===== src/rtl/enpd_pkg.sv =====
package enpd_pkg;

    localparam int SUB_N   = 3;
    localparam int SUB_OSC = 0;
    localparam int SUB_TX  = 1;
    localparam int SUB_RX  = 2;

    localparam int ADDR_FREQ   = 'h00;
    localparam int ADDR_ENABLE = 'h37;
    localparam int ADDR_TEST   = 'h38;
    localparam int FREQ_CMD    = 'h01;

    typedef enum logic [1:0] {
        SQ_IDLE  = 2'd0,
        SQ_RUN   = 2'd1,
        SQ_FLUSH = 2'd2
    } seq_state_e;

    typedef struct packed {
        logic active;
        logic start;
        logic flush;
    } seq_out_t;

    function automatic int max3(input int a, input int b, input int c);
        int m;
        m = (a > b) ? a : b;
        return (m > c) ? m : c;
    endfunction

    function automatic int cnt_bits(input int n);
        return (n < 1) ? 1 : $clog2(n + 1);
    endfunction

endpackage


===== src/rtl/enpd_sync.sv =====
module enpd_sync #(
    parameter int W = 3
) (
    input  logic         clk,
    input  logic         rst,
    input  logic [W-1:0] d,
    output logic [W-1:0] q
);
    logic [W-1:0] meta;

    always_ff @(posedge clk) begin
        if (rst) begin
            meta <= '0;
            q    <= '0;
        end else begin
            meta <= d;
            q    <= meta;
        end
    end
endmodule


===== src/rtl/enpd_regs.sv =====
module enpd_regs
    import enpd_pkg::*;
#(
    parameter int ADDR_W = 8,
    parameter int DATA_W = 8
) (
    input  logic              clk,
    input  logic              rst,
    input  logic              wr_en,
    input  logic [ADDR_W-1:0] wr_addr,
    input  logic [DATA_W-1:0] wr_data,
    input  logic              test_clr,
    output logic [SUB_N-1:0]  en_bits,
    output logic [DATA_W-1:0] test_sel,
    output logic              freq_cmd
);
    logic hit_enable;
    logic hit_test;

    always_comb begin
        hit_enable = wr_en && (wr_addr == ADDR_W'(ADDR_ENABLE));
        hit_test   = wr_en && (wr_addr == ADDR_W'(ADDR_TEST));
        freq_cmd   = wr_en && (wr_addr == ADDR_W'(ADDR_FREQ))
                           && (wr_data == DATA_W'(FREQ_CMD));
    end

    always_ff @(posedge clk) begin
        if (rst) begin
            en_bits <= '0;
        end else if (hit_enable) begin
            en_bits <= wr_data[SUB_N-1:0];
        end
    end

    // receiver power-down clear takes priority over software
    always_ff @(posedge clk) begin
        if (rst) begin
            test_sel <= '0;
        end else if (test_clr) begin
            test_sel <= '0;
        end else if (hit_test) begin
            test_sel <= wr_data;
        end
    end
endmodule


===== src/rtl/enpd_seq.sv =====
module enpd_seq
    import enpd_pkg::*;
#(
    parameter int RST_LEN = 6,
    parameter int CW      = 3
) (
    input  logic     clk,
    input  logic     rst,
    input  logic     en_eff,
    output logic     go_start,
    output logic     go_flush,
    output seq_out_t sq
);
    seq_state_e    st;
    logic [CW-1:0] cnt;
    logic          start_q;

    always_comb begin
        go_start = (st == SQ_IDLE) && en_eff;
        go_flush = (st == SQ_RUN) && !en_eff;
    end

    always_ff @(posedge clk) begin
        if (rst) begin
            st      <= SQ_IDLE;
            cnt     <= '0;
            start_q <= 1'b0;
        end else begin
            start_q <= go_start;
            case (st)
                SQ_IDLE: begin
                    if (go_start) st <= SQ_RUN;
                end
                SQ_RUN: begin
                    if (go_flush) begin
                        st  <= SQ_FLUSH;
                        cnt <= CW'(RST_LEN);
                    end
                end
                SQ_FLUSH: begin
                    if (cnt <= CW'(1)) begin
                        st  <= SQ_IDLE;
                        cnt <= '0;
                    end else begin
                        cnt <= cnt - CW'(1);
                    end
                end
                default: st <= SQ_IDLE;
            endcase
        end
    end

    always_comb begin
        sq.active = (st == SQ_RUN);
        sq.flush  = (st == SQ_FLUSH);
        sq.start  = start_q;
    end
endmodule


===== src/rtl/ss_enable_seq.sv =====
module ss_enable_seq
    import enpd_pkg::*;
#(
    parameter int ADDR_W         = 8,
    parameter int DATA_W         = 8,
    parameter int TX_RST_CYCLES  = 1,
    parameter int RX_RST_CYCLES  = 6,
    parameter int OSC_RST_CYCLES = 1
) (
    input  logic              clk,
    input  logic              rst,
    input  logic              tx_en_pin,
    input  logic              rx_en_pin,
    input  logic              osc_en_pin,
    input  logic              freq_load,
    input  logic              wr_en,
    input  logic [ADDR_W-1:0] wr_addr,
    input  logic [DATA_W-1:0] wr_data,
    output logic              tx_active,
    output logic              tx_start,
    output logic              tx_rst,
    output logic              rx_active,
    output logic              rx_rst,
    output logic              rx_acq_restart,
    output logic              osc_active,
    output logic              osc_rst,
    output logic              reload_req,
    output logic [2:0]        cfg_enable,
    output logic [DATA_W-1:0] test_sel
);
    localparam int CW = cnt_bits(max3(TX_RST_CYCLES, RX_RST_CYCLES, OSC_RST_CYCLES));

    logic [SUB_N-1:0] pin_raw;
    logic [SUB_N-1:0] pin_s;
    logic [SUB_N-1:0] en_bits;
    logic [SUB_N-1:0] eff_q;
    logic [SUB_N-1:0] go_start;
    logic [SUB_N-1:0] go_flush;
    seq_out_t         sq [SUB_N];
    logic             freq_cmd;

    always_comb begin
        pin_raw          = '0;
        pin_raw[SUB_OSC] = osc_en_pin;
        pin_raw[SUB_TX]  = tx_en_pin;
        pin_raw[SUB_RX]  = rx_en_pin;
    end

    enpd_sync #(.W(SUB_N)) u_sync (
        .clk (clk),
        .rst (rst),
        .d   (pin_raw),
        .q   (pin_s)
    );

    enpd_regs #(.ADDR_W(ADDR_W), .DATA_W(DATA_W)) u_regs (
        .clk      (clk),
        .rst      (rst),
        .wr_en    (wr_en),
        .wr_addr  (wr_addr),
        .wr_data  (wr_data),
        .test_clr (go_flush[SUB_RX]),
        .en_bits  (en_bits),
        .test_sel (test_sel),
        .freq_cmd (freq_cmd)
    );

    // registered OR of the two enable sources
    always_ff @(posedge clk) begin
        if (rst) eff_q <= '0;
        else     eff_q <= pin_s | en_bits;
    end

    for (genvar i = 0; i < SUB_N; i++) begin : g_seq
        localparam int LEN = (i == SUB_RX) ? RX_RST_CYCLES :
                             (i == SUB_TX) ? TX_RST_CYCLES : OSC_RST_CYCLES;
        enpd_seq #(.RST_LEN(LEN), .CW(CW)) u_seq (
            .clk      (clk),
            .rst      (rst),
            .en_eff   (eff_q[i]),
            .go_start (go_start[i]),
            .go_flush (go_flush[i]),
            .sq       (sq[i])
        );
    end

    // a wake-up requesting new frequency data wins over a clear
    always_ff @(posedge clk) begin
        if (rst)                        reload_req <= 1'b0;
        else if (go_start[SUB_OSC])     reload_req <= 1'b1;
        else if (freq_load || freq_cmd) reload_req <= 1'b0;
    end

    always_comb begin
        tx_active      = sq[SUB_TX].active;
        tx_start       = sq[SUB_TX].start;
        tx_rst         = sq[SUB_TX].flush;
        rx_active      = sq[SUB_RX].active;
        rx_acq_restart = sq[SUB_RX].start;
        rx_rst         = sq[SUB_RX].flush;
        osc_active     = sq[SUB_OSC].active;
        osc_rst        = sq[SUB_OSC].flush;
        cfg_enable     = en_bits;
    end
endmodule


===== config.mk =====
export PLATFORM = sky130hd
export DESIGN_NAME = ss_enable_seq
export DESIGN_NICKNAME = d
export VERILOG_FILES = /design/src/rtl/enpd_pkg.sv /design/src/rtl/enpd_sync.sv /design/src/rtl/enpd_regs.sv /design/src/rtl/enpd_seq.sv /design/src/rtl/ss_enable_seq.sv
export SDC_FILE = /design/constraint.sdc
export NUM_CORES = 1
export LEC_CHECK = 0
export BUFFER_PORTS_ARGS = -buffer_cell sky130_fd_sc_hd__buf_2
export CAP_MARGIN = 0
export CORE_MARGIN = 2
export CORE_UTILIZATION = 52
export CTS_CLUSTER_DIAMETER = 30
export CTS_CLUSTER_SIZE = 25
export DETAILED_ROUTE_END_ITERATION = 8
export PLACE_DENSITY_LB_ADDON = 0.08
export SYNTH_ARGS = -nofsm -noshare
export SYNTH_HDL_FRONTEND = slang
export SYNTH_SLANG_ARGS = --single-unit

===== constraint.sdc =====
create_clock -name clk -period 1.8 [get_ports clk]
set_clock_uncertainty 0.1 [all_clocks]
set_input_delay 0.36 -clock clk [delete_from_list [all_inputs] [get_ports clk]]
set_output_delay 0.36 -clock clk [all_outputs]
set_load 0.005 [all_outputs]

==> results_dict.tcl <==
set metrics [dict create \
    status "completed" \
    syn_inst 178 \
    drtPass1Iterations 4 \
    setup_viol 0 \
    multiInputGateArea_um2 848 \
    synth_mux_area_frac 0.0124 \
    worstPathMaxFanout 7 \
    ctsRootBufferMaster "clkbuf_4" \
    synth_fa_ha_area_frac 0.0364 \
    stdcell_count 266 \
    synth-simple-area-share 0.273 \
    power.density_nw_per_um2 725 \
    arrival_ns 1.17 \
    cap_viol_max_count 0 \
    drc_errors 0 \
    dpl.hpwl_um 2630 \
    placed_area_um2 1920 \
    num_io_pins 43 \
    whs_ns 0.114 \
    reg2reg_depth 5 \
    min_from "rx_en_pin" \
    tightest_slew_ns 0.408 \
    r2r-end "g_seq[2].u_seq.cnt[2]$_SDFFE_PP0P_" \
    yosys.area.top_type "dfxtp_1" \
    layout-drive-gt1-share 0.297 \
    hold_viol_final 0 \
    initial_core_util 0.554 \
    yosys_warnings 0 \
    yosysTopAreaCellShare 0.443 \
    grt_setup_unrepaired "false" \
    synth_compound_area_frac 0.168 \
    drtAntennaViolNets 0 \
    n_antenna_cell 0 \
    drt_iter0_markers 57 \
    area.sequential_um2 761 \
    p_leak_nw 0.798 \
    finalPower_mw 1.44 \
    dr_total_vias 1450 \
    hold_end "u_sync.meta[2]$_SDFF_PP0_" \
    die_h_um 61.5 \
    ir_worst_vdd_mv 0.363 \
    gp_congestion 0.840 \
    portBuffers 42 \
    coreArea_um2 3100 \
    top_layer "met4" \
    syn-cell-area_um2 1720 \
    finalNetCount 249 \
    max_freq_mhz 612 \
    layout_commonest_cell "buf_2" \
    crit_type "reg -> out" \
    synth_nets 206 \
    avgSynthCellArea_um2 9.65 \
    layout_common_cells "buf_2 (42), dfxtp_1 (38), a21oi_1 (20)" \
    cts.sinks 38 \
    reg2reg_from "g_seq[2].u_seq.cnt[1]$_SDFFE_PP0P_" \
    die_w_um 61.5 \
    insertion_delay_ns 0.35 \
    routed_via_density 5.45 \
    antenna_found_initial 0 \
    design_area_um2 1990 \
    finalCritPeriodShare 0.908 \
    start_kind "flop" \
    cts.clk_slew.worst_paths_ns 0.12 \
    dieArea_um2 3780 \
    min_period_ns 1.63 \
    r2r_slack_ns 0.26 \
    fillers 288 \
    endpoint_kind "primary output" \
    cts_tree "built" \
    grt_overflow 0 \
    tns_ns 0 \
    ys_seq_area_frac 0.443 \
    ys_top_cells_by_area "dfxtp_1 (44%), a21oi_1 (5.8%), nor2b_1 (5.5%), o31ai_1 (5.2%), nand4_1 (4.0%)" \
    synth_top_family_by_area "simple AND/OR/NAND/NOR gates" \
    grt_usage 0.205 \
    wl_met3_um 172 \
    met1_length_um 1610 \
    htreeDepth 2 \
    yosysUniqueCellTypes 42 \
    cts.hold.buffers_added 0 \
    slew_headroom 0.727 \
    hold_path.class "in -> reg" \
    grt_max_degree 20 \
    area_delta_synth_final_pct 15.9 \
    avgRoutedWirePerCell_um 13.1 \
    maxSlewViolCount 0 \
    cts_buffer_depth 2 \
    routed_wl_um 3480 \
    dr_wl_met2_um 1650 \
    cts_buffers 5 \
    hold_depth 2 \
    dpl.cell_count 258 \
    grt_pass1_wl_um 5640 \
    synthXorXnorAreaFrac 0 \
    core.rowCount 20 \
    grt_pass1_vias 1306 \
    ys_seq_elements 38 \
    cp.required_ns 1.34 \
]
[kinds of logic (layout without fill, tap and decap cells)]
group | Yosys count | after routing
mux | 2 | 2
fa+ha+maj | 5 | 5
buf+inv | 17 | 61
simple gates | 71 | 71
compound gates | 45 | 45
flops | 38 | 38
[power by group]
part / leakage [nW] / switching [mW] / internal (mW)
Sequential: 0.308 / 0.00734 / 0.855
Clock: 0.0343 / 0.284 / 0.188
Combinational: 0.456 / 0.0625 / 0.0471
Total: 0.798 / 0.354 / 1.09
[state kept, by name (all words and copies together), names as in the netlist]
signal               cells
g_seq.u_seq.cnt          9
u_regs.test_sel          8
g_seq.u_seq.st           6
eff_q                    3
u_regs.en_bits           3
u_sync.meta              3
u_sync.q                 3
g_seq.u_seq.start_q      2
reload_req               1
[final cells by class]
class / count / area share
multi-input combinational: 123 / 0.426
sequential: 38 / 0.382
timing repair buffer: 45 / 0.117
tap: 44 / 0.0277
clock buffer: 6 / 0.0258
inverter: 8 / 0.0151
clock inverter: 2 / 0.00629
[worst max-delay path: stages, from the launching register on]
cell and delay [ns]:
dfxtp_1 0.43, nor2b_4 0.25, buf_2 0.14
[metrics by stage]
stage,util,setup slack (ns)
after detailed placement,0.619,0.193
after global placement,0.619,0.254
after CTS,0.640,0.0862
final,0.642,0.166
after floorplan,-,0.345
after global routing,0.642,0.0804
[metal layers]
metal	global-route usage	up-vias
li1	-	742
met5	0	-
met2	0.324	37
met1	0.257	665
met3	0.0693	6
met4	0.0821	0
[cells in the mapped netlist]
library cell and number:
clkdlybuf4s25_2 1, nor4b_1 2, a32o_1 1, clkbuf_1 1, nor2b_1 15, a31oi_1 2, o22ai_1 1, o21ai_0 4
buf_1 1, buf_6 2, or3_1 2, a211oi_2 1, a21oi_1 20, or2b_2 1, or2_2 2, nand3b_1 2
nand2b_1 3, a211oi_1 1, mux2i_1 1, or3b_1 2, buf_2 1, nand3_1 3, mux2_1 1, dfxtp_1 38
o32ai_1 1, nor2_1 9, clkbuf_8 3, nand4_1 11, o21ba_2 2, nor4_1 2, and3_2 1, or4b_1 1
ha_1 5, and2_0 1, inv_1 8, or3b_2 3, o31ai_1 12, nor3_4 1, nor3b_1 6, and4bb_2 1
nand4bb_1 1, nand2_1 2
[repair_timing]
| action | 4_1_cts | 5_1_grt |
|---|---|---|
| resized for setup | 1 | 1 |
| pin swaps | 0 | 0 |
| setup endpoints to repair | 1 | 1 |
| setup buffers | 0 | 0 |
[how the worst max path moves through the flow]
stage                                             from                            endpoint  slack, ns  cells after the start
floorplan           g_seq[2].u_seq.cnt[1]$_SDFFE_PP0P_  g_seq[2].u_seq.cnt[2]$_SDFFE_PP0P_       0.35                      5
global placement                            wr_addr[0]     u_regs.test_sel[1]$_SDFFE_PP0P_       0.25                      4
detailed placement                          wr_addr[0]     u_regs.test_sel[0]$_SDFFE_PP0P_       0.19                      4
CTS                  g_seq[1].u_seq.st[1]$_SDFFE_PP0P_                              tx_rst       0.09                      2
global route         g_seq[1].u_seq.st[1]$_SDFFE_PP0P_                              tx_rst       0.08                      2
finish               g_seq[1].u_seq.st[1]$_SDFFE_PP0P_                              tx_rst       0.17                      2
No activity file was read; power rests on OpenSTA's default activity.
